--- src/rtl/rxq_pkg.sv ---
package rxq_pkg;
  // Number of per-character flags carried through the queue.
  localparam int FLAG_W = 3;
  // Flag positions inside the flag field of a queue entry.
  localparam int FLG_PERR = 0;
  localparam int FLG_FERR = 1;
  localparam int FLG_BRK  = 2;

  typedef logic [FLAG_W-1:0] rxq_flags_t;
endpackage

--- src/rtl/rxq_ram.sv ---
module rxq_ram #(
  parameter int EW    = 11,
  parameter int DEPTH = 16,
  localparam int AW   = $clog2(DEPTH)
) (
  input  logic          clk,
  input  logic          we,
  input  logic [AW-1:0] waddr,
  input  logic [EW-1:0] wdata,
  input  logic [AW-1:0] raddr,
  output logic [EW-1:0] rdata
);
  // Small array with asynchronous read: maps to distributed RAM.
  logic [EW-1:0] mem [DEPTH];

  always_ff @(posedge clk) begin
    if (we) mem[waddr] <= wdata;
  end

  assign rdata = mem[raddr];
endmodule

--- src/rtl/rxq_ctrl.sv ---
module rxq_ctrl #(
  parameter int EW    = 11,
  parameter int DEPTH = 16,
  localparam int AW   = $clog2(DEPTH)
) (
  input  logic          clk,
  input  logic          rst,
  input  logic          in_vld,
  input  logic [EW-1:0] in_ent,
  input  logic          pop_req,
  input  logic          start_det,
  input  logic          err_clr,
  output logic          ram_we,
  output logic [AW-1:0] ram_waddr,
  output logic [EW-1:0] ram_wdata,
  output logic [AW-1:0] ram_raddr,
  output logic          q_rdy,
  output logic          q_full,
  output logic          ovr_flag
);
  localparam logic [AW:0] FULL_CNT = DEPTH[AW:0];

  logic [AW-1:0] wp_q, rp_q;
  logic [AW:0]   cnt_q;
  logic          hold_v_q;
  logic [EW-1:0] hold_q;
  logic          ovr_q;

  logic pop_ok, room, push;

  assign q_full = (cnt_q == FULL_CNT);
  assign q_rdy  = (cnt_q != '0);
  assign pop_ok = pop_req && q_rdy;
  // A slot is usable if one is empty now or one is freed on this edge.
  assign room   = !q_full || pop_ok;
  // The waiting character always has precedence over a fresh one.
  assign push   = room && (hold_v_q || in_vld);

  assign ram_we    = push;
  assign ram_waddr = wp_q;
  assign ram_wdata = hold_v_q ? hold_q : in_ent;
  assign ram_raddr = rp_q;
  assign ovr_flag  = ovr_q;

  always_ff @(posedge clk) begin
    if (rst) begin
      wp_q     <= '0;
      rp_q     <= '0;
      cnt_q    <= '0;
      hold_v_q <= 1'b0;
      hold_q   <= '0;
      ovr_q    <= 1'b0;
    end else begin
      if (push)   wp_q <= wp_q + 1'b1;
      if (pop_ok) rp_q <= rp_q + 1'b1;
      unique case ({push, pop_ok})
        2'b10:   cnt_q <= cnt_q + 1'b1;
        2'b01:   cnt_q <= cnt_q - 1'b1;
        default: cnt_q <= cnt_q;
      endcase

      if (hold_v_q) begin
        // Either moves into the queue or is overwritten by a newer one.
        if (in_vld) hold_q <= in_ent;
        if (room)   hold_v_q <= in_vld;
      end else if (in_vld && !room) begin
        hold_q   <= in_ent;
        hold_v_q <= 1'b1;
      end

      if (err_clr)
        ovr_q <= 1'b0;
      else if (start_det && hold_v_q && !room)
        ovr_q <= 1'b1;
    end
  end
endmodule

--- src/rtl/rxq_stat.sv ---
module rxq_stat
  import rxq_pkg::*;
(
  input  logic       clk,
  input  logic       rst,
  input  rxq_flags_t head_flags,
  input  logic       q_rdy,
  input  logic       blk_mode,
  input  logic       err_clr,
  output rxq_flags_t stat
);
  rxq_flags_t sticky_q;

  for (genvar g = 0; g < FLAG_W; g++) begin : g_flag
    always_ff @(posedge clk) begin
      if (rst || err_clr)
        sticky_q[g] <= 1'b0;
      else if (q_rdy)
        sticky_q[g] <= sticky_q[g] | head_flags[g];
    end
    // The current head always counts, so a flag is visible the moment
    // its character reaches the head.
    assign stat[g] = q_rdy && (head_flags[g] || (blk_mode && sticky_q[g]));
  end
endmodule

--- src/rtl/rxq_flow.sv ---
module rxq_flow (
  input  logic clk,
  input  logic rst,
  input  logic flow_en,
  input  logic start_det,
  input  logic q_full,
  output logic rts
);
  logic rts_q;

  always_ff @(posedge clk) begin
    if (rst || !flow_en)
      rts_q <= 1'b1;
    else if (start_det && q_full)
      rts_q <= 1'b0;
    else if (!q_full)
      rts_q <= 1'b1;
  end

  assign rts = rts_q;
endmodule

--- src/rtl/rxq_status_buf.sv ---
module rxq_status_buf
  import rxq_pkg::*;
#(
  parameter int DW    = 8,
  parameter int DEPTH = 16,
  localparam int EW   = DW + FLAG_W,
  localparam int AW   = $clog2(DEPTH)
) (
  input  logic          clk,
  input  logic          rst,
  input  logic          wr_vld,
  input  logic [DW-1:0] wr_data,
  input  logic          wr_perr,
  input  logic          wr_ferr,
  input  logic          wr_brk,
  input  logic          start_det,
  input  logic          rd_pop,
  input  logic          blk_mode,
  input  logic          irq_sel,
  input  logic          flow_en,
  input  logic          err_clr,
  output logic [DW-1:0] rd_data,
  output logic          rdy,
  output logic          full,
  output logic          st_perr,
  output logic          st_ferr,
  output logic          st_brk,
  output logic          ovr,
  output logic          irq,
  output logic          rts
);
  rxq_flags_t    in_flags, head_flags, stat;
  logic [EW-1:0] in_ent, ram_wdata, ram_rdata;
  logic [AW-1:0] ram_waddr, ram_raddr;
  logic          ram_we;

  always_comb begin
    in_flags           = '0;
    in_flags[FLG_PERR] = wr_perr;
    in_flags[FLG_FERR] = wr_ferr;
    in_flags[FLG_BRK]  = wr_brk;
  end
  assign in_ent = {in_flags, wr_data};

  rxq_ctrl #(.EW(EW), .DEPTH(DEPTH)) u_ctrl (
    .clk       (clk),
    .rst       (rst),
    .in_vld    (wr_vld),
    .in_ent    (in_ent),
    .pop_req   (rd_pop),
    .start_det (start_det),
    .err_clr   (err_clr),
    .ram_we    (ram_we),
    .ram_waddr (ram_waddr),
    .ram_wdata (ram_wdata),
    .ram_raddr (ram_raddr),
    .q_rdy     (rdy),
    .q_full    (full),
    .ovr_flag  (ovr)
  );

  rxq_ram #(.EW(EW), .DEPTH(DEPTH)) u_ram (
    .clk   (clk),
    .we    (ram_we),
    .waddr (ram_waddr),
    .wdata (ram_wdata),
    .raddr (ram_raddr),
    .rdata (ram_rdata)
  );

  assign rd_data    = ram_rdata[DW-1:0];
  assign head_flags = ram_rdata[EW-1:DW];

  rxq_stat u_stat (
    .clk        (clk),
    .rst        (rst),
    .head_flags (head_flags),
    .q_rdy      (rdy),
    .blk_mode   (blk_mode),
    .err_clr    (err_clr),
    .stat       (stat)
  );

  assign st_perr = stat[FLG_PERR];
  assign st_ferr = stat[FLG_FERR];
  assign st_brk  = stat[FLG_BRK];

  assign irq = irq_sel ? full : rdy;

  rxq_flow u_flow (
    .clk       (clk),
    .rst       (rst),
    .flow_en   (flow_en),
    .start_det (start_det),
    .q_full    (full),
    .rts       (rts)
  );
endmodule

--- config.mk ---
export PLATFORM = sky130hd
export DESIGN_NAME = rxq_status_buf
export DESIGN_NICKNAME = d
export VERILOG_FILES = /design/src/rtl/rxq_pkg.sv /design/src/rtl/rxq_ram.sv /design/src/rtl/rxq_ctrl.sv /design/src/rtl/rxq_stat.sv /design/src/rtl/rxq_flow.sv /design/src/rtl/rxq_status_buf.sv
export SDC_FILE = /design/constraint.sdc
export NUM_CORES = 1
export LEC_CHECK = 0
export ABC_CLOCK_PERIOD_IN_PS = 3300
export BUFFER_PORTS_ARGS = -buffer_cell sky130_fd_sc_hd__buf_4
export CAP_MARGIN = 0
export CORE_MARGIN = 2
export CORE_UTILIZATION = 61
export CTS_CLUSTER_DIAMETER = 40
export DETAILED_ROUTE_END_ITERATION = 7
export PLACE_DENSITY = 0.79
export SLEW_MARGIN = 20
export SYNTH_ARGS = -nofsm -noshare
export SYNTH_HDL_FRONTEND = slang
export SYNTH_HIERARCHICAL = 1
export SYNTH_SLANG_ARGS = --single-unit
--- constraint.sdc ---
create_clock -name clk -period 3.3 [get_ports clk]
set_input_delay 0.495 -clock clk [delete_from_list [all_inputs] [get_ports clk]]
set_output_delay 0.495 -clock clk [all_outputs]
set_load 0.01 [all_outputs]
==> After elaboration in Yosys (flattened, before gate mapping) <==
Memories as Yosys holds them, arrays and structs flattened. A register that Yosys moved wholly into a read port is not among the register bits.
Index checks and enable logic that the tools add are counted.
{ "classes": {"addsub": 4, "bitwise": 3, "eq_ne": 5, "n_reduce_logical": 27, "muxes": 15} }
{ "ops": {"columns": ["cell", "count"], "rows": [
  ["11-bit 2-to-1 mux", 4],
  ["1-bit logical AND", 12],
  ["5-bit one-hot mux with 2 select lines", 1],
  ["4-bit by 1-bit adder with 4-bit output, second input constant", 2],
  ["1-bit 2-to-1 mux", 8],
  ["4-bit 2-to-1 mux", 2],
  ["1-bit logical OR", 7],
  ["5-bit by 1-bit adder with 5-bit output, second input constant", 1],
  ["5-bit equality test, second input constant", 1],
  ["5-bit nonzero test", 1],
  ["5-bit by 1-bit subtractor with 5-bit output, second input constant", 1],
  ["2-bit nonzero test", 2],
  ["1-bit logical NOT", 3],
  ["1-bit OR", 3],
  ["2-bit by 1-bit equality test with 1-bit output, second input constant", 1],
  ["2-bit equality test, second input constant", 1],
  ["2-bit by 1-bit != test with 1-bit output, second input constant", 1],
  ["2-bit != test, second input constant", 1],
  ["2-bit AND reduction", 1],
  ["2-bit OR reduction", 1]
]} }
{ "totals": {"reg_bits": 30, "mem_count": 1, "in_bits": 20, "mem_bits_rw": 176, "word_cells": 65, "output_inout_bits": 16} }
{ "mem_list": {"columns": ["name", "depth", "word_bits", "rd", "rd_clocked_by_memory_dff", "write_ports", "line_no", "source"], "rows": [
  ["u_ram.mem", 16, 11, 1, 1, 1, "rxq_ram.sv:14", "logic [EW-1:0] mem [DEPTH];"]
]} }

==> Depth between registers and ports, before layout <==
{ "logic_depth": {"word_depth": 7, "depth_mapped": 11, "ltp_nobuf": 10} }

==> By module <==
The synthesis kept the hierarchy.
{ "by_module_without_submodules": {"columns": ["mod", "instances", "area_each_um2", "seq_area_each_um2", "cells_each"], "rows": [
  ["rxq_ram", 1, 6819.0, 5285.1, 294],
  ["rxq_ctrl", 1, 1461.4, 520.5, 155],
  ["rxq_stat", 1, 123.9, 60.1, 15],
  ["rxq_flow", 1, 35.0, 20.0, 3],
  ["rxq_status_buf", 1, 15.0, 0.0, 1]
]} }

==> Worst setup path before layout <==
No wires, ideal clock.
{ "synth_timing": {"path_type": "register to register", "start": "register u_ctrl.cnt_q[0]", "end": "register u_ctrl.cnt_q[4]", "stages_incl_launch_ff": 11, "arrival_ps": 2552, "setup_time_ps": 121, "setup_slack_ps": 627, "required_ps": 3179, "period_less_slack_ps": 2673, "path_cell_list": "dfxtp_1 -> nor4_1 -> a21oi_2 -> inv_1 -> ha_1 -> inv_1 -> fa_1 -> nand2b_1 -> a21oi_1 -> mux2i_1 -> mux2_2"} }
{ "synth_between": {"elab_chain_cells": 6, "word_cells_on_any_way": 12} }
{ "synth_lines": {"columns": ["element", "line_no", "source"], "rows": [
  ["start: declaration", "rxq_ctrl.sv:24", "logic [AW:0] cnt_q;"],
  ["start signal: assignment", "rxq_ctrl.sv:57", "2'b10: cnt_q <= cnt_q + 1'b1;"],
  ["start signal: assignment", "rxq_ctrl.sv:58", "2'b01: cnt_q <= cnt_q - 1'b1;"],
  ["start signal: assignment", "rxq_ctrl.sv:59", "default: cnt_q <= cnt_q;"],
  ["5-bit equality test or 5-bit nonzero test (tied branches)", "rxq_ctrl.sv:31, rxq_ctrl.sv:32", null],
  ["1-bit logical NOT or 1-bit logical AND (tied branches)", null, null],
  ["1-bit logical OR *", "rxq_ctrl.sv:35", "assign room = !q_full || pop_ok;"],
  ["1-bit logical AND *", "rxq_ctrl.sv:37", "assign push = room && (hold_v_q || in_vld);"],
  ["net ram_we", "rxq_status_buf.sv:35", "logic ram_we;"],
  ["2-bit by 1-bit equality test with 1-bit output or 2-bit equality test (tied branches)", "rxq_ctrl.sv:56", "unique case ({push, pop_ok})"],
  ["5-bit one-hot mux with 2 select lines or 2-bit nonzero test (tied branches)", null, null]
]} }
Mark *: on every way through the listed nets, which the timed path passes. The rest lies on a longest branch.
A chain may end at the register's enable or synchronous reset.

==> qor.txt <==
# hold bufs at CTS - 0
Core Rows - 43
IO Count - 36
register area - 5890 µm²
Sink Count - 206
setup TNS - 0 ns
post-synthesis compound-gate area fraction - 0.0349
Seq pwr share - 0.445
share of cells above drive strength 1 - 0.259
# DRC - 0
Reg clk slew, reported paths - 0.06 ns
Placed Instances - 686
Initial DRT Pass Iterations - 5
Die X - 122 µm
grt ovf - 0
CTS max path bufs - 3
status - finished clean
CTS H-tree lvls - 1
Die Y - 122 µm
Avg WL per Cell - 22.9 µm
Worst Path Required - 2.80 ns
Fillers - 866
first-pass GRT wire length - 25,700 µm
area taken by multi-input logic gates - 2380 µm²
total of max-cap violations - 0
CP startpoint kind - flop
total CTS buffers - 22
Tot GR Track Use - 0.236
number of nets in the layout - 557
Port Buf Inserts - 35
RSZ-0062 raised after global routing - false
cell repeated most along the worst path - buf_4
Hold Fails Final Rpt - 0
dpl hpwl - 10,400 µm
Tmin final - 3.15 ns
XOR/XNOR share of the synthesized area - 0.00725
final setup violation count - 0
largest net degree at the start of global routing - 46
Gate power share - 0.208
combinational family with the most area after synthesis - multiplexers
pre-CTS WS - 0.307 ns
fin crit share - 0.954
Clock power frac - 0.347
Layout area overhead - 14.5%
Distinct cells, synth - 49
fin area - 9680 µm²
Post-Syn Nets - 495
clock latency at the later pin of the worst-skew pair - 0.51 ns
Leakage - 3.29 nW
Cell Area, Synth - 8450 µm²
syn_area_per_cell - 18.1 µm²
PwrDens - 711 nW/µm²
Synth warnings - 6
Worst Setup Path Type - reg2out
worst hold path type - in2reg
CORE AREA - 13,700 µm²
Min Hold Slack - 0.208 ns
n_diodes - 0
vias in the first global route - 4,534
Async S/R FF share, synth - 0
CTS tree - yes
final core utilization - 0.706
Sw Share - 0.262
Initial Util - 0.616
clock skew - 0.0151 ns
Final Max Tran Viols - 0
Clock Tree Root - clkbuf_16
CP peak stage delay - 0.66 ns
CP Max Fanout - 17
Non-Filler Instances - 725
Cell Int Power - 5.08 mW
Post-synth EDFFs - 176
max_slew headroom - 0.553
Top FF cell, synth - edfxtp_1
1st-iter DRT viols - 386
post-CTS sizing - 0
Adder-Cell Fraction of Synth Area - 0.0112
Worst path slowest cell - mux4_1
Simple-Gate Fraction of Synth Area - 0.0648
Vias/cell - 6.10
GPL Wtd Cong - 0.738
Pwr Total - 6.89 mW
Data arrival, critical path - 2.65 ns
chain of cells forming the critical path - buf_4 -> mux4_1 -> a22oi_1 -> nand2_1 -> buf_4
Syn Inst Count - 468
sw power - 1.80 mW
Fmax - 318 MHz
Synth Register Bits - 206
vias - 4,423
Die ar. - 14,800 µm²
actual slew at the worst max-slew pin - 0.671 ns
routed wire length - 16,600 µm
Post-CTS Setup Inserts - 0
post-route ant nets - 0
register area share after synthesis - 0.696
placed instance area - 8970 µm²
initial antenna violation count - 0
post-synthesis mux area share - 0.162
CP Capture Type - primary output
Peak supply drop - 0.000354 V
slack of the critical path - 0.152 ns
flip-flops by register name (all words and copies together) (netlist names):
| name | flops |
|---|---|
| u_ctrl/hold_q | 11 |
| u_ram/mem | 176 |
| u_ctrl/cnt_q | 5 |
| u_ctrl/ram_raddr | 4 |
| u_flow/rts | 1 |
| u_ctrl/ram_waddr | 4 |
| u_stat/sticky_q | 3 |
| u_ctrl/ovr_flag | 1 |
| u_ctrl/hold_v_q | 1 |
final cells by class:
| type | count | share of cell area |
|---|---|---|
| Multi-Input combinational cell | 233 | 0.246 |
| Tap cell | 180 | 0.0233 |
| Sequential cell | 206 | 0.608 |
| Timing Repair Buffer | 60 | 0.0465 |
| Inverter | 7 | 0.00271 |
| Clock inverter | 12 | 0.0106 |
| Clock buffer | 27 | 0.0630 |
power by group through the flow:
stage | combinational, mW | clock (mW) | sequential, mW
final | 1.43 | 2.39 | 3.07
after global routing | 1.54 | 2.53 | 3.08
after CTS | 1.44 | 2.43 | 3.07
after detailed placement | 1.42 | 0 | 3.12
after global placement | 1.37 | 0 | 3.11
after floorplan | 1.12 | 0 | 3.04
layer usage:
metal	up-vias	share of wire	GRT usage
li1	1985	-	-
met1	2287	0.41	0.325
met2	124	0.52	0.396
met3	27	0.049	0.0304
met4	0	0.021	0.0776
met5	-	0	0
worst paths after layout:
check             depth (start not counted)                start  slack (ns)                end
setup reg to reg                         10      u_ctrl/cnt_q[0]        0.29    u_ctrl/cnt_q[4]
setup / recovery                          5  u_ctrl/ram_raddr[0]        0.15         rd_data[7]
hold / removal                            2              err_clr        0.21    u_ctrl/ovr_flag
hold reg to reg                           2    u_ctrl/hold_q[10]        0.47  u_ctrl/hold_q[10]
synth_stat cells, types with 5 or more instances:
master,count,share of area
a21oi_1,11,0.0065
a22oi_1,22,0.020
buf_2,6,0.0036
clkbuf_1,6,0.0027
dfxtp_1,30,0.071
edfxtp_1,176,0.63
ha_1,6,0.0089
inv_1,7,0.0031
mux2_2,12,0.016
mux2i_1,14,0.017
mux4_1,21,0.065
mux4_2,23,0.061
nand2_1,15,0.0067
nand2b_1,26,0.019
nor2_1,35,0.016
nor2b_1,6,0.0044
nor3_1,8,0.0047
xor2_1,5,0.0052
kinds of logic after synthesis:
| logic type | Yosys count |
|---|---|
| compound gates | 42 |
| xor+xnor | 7 |
| fa+ha+maj | 7 |
| buf+inv | 29 |
| flops | 206 |
| mux | 72 |
| simple gates | 105 |
cells in the final DEF, fill, tap and decap left out, types with 3 or more instances in the layout:
cell,count
inv_6,3
clkbuf_16,23
nor2b_1,6
mux4_1,21
nor3_1,6
nor2_1,35
xor2_1,5
edfxtp_1,176
mux2_2,12
mux2i_1,14
dfxtp_1,28
inv_1,7
clkinv_1,3
nand2_1,15
a22oi_1,22
buf_4,60
a21oi_1,11
mux4_2,23
clkinv_2,3
ha_1,6
nand2b_1,26
worst max-delay path: cells and delay by family, from the launching register on:
kind / cells / cell delay (ns)
mux: 1 / 0.66
flops: 1 / 0.65
buf+inv: 2 / 0.47
compound gates: 1 / 0.27
simple gates: 1 / 0.11
Note: power is estimated with default switching activity, not from simulation.
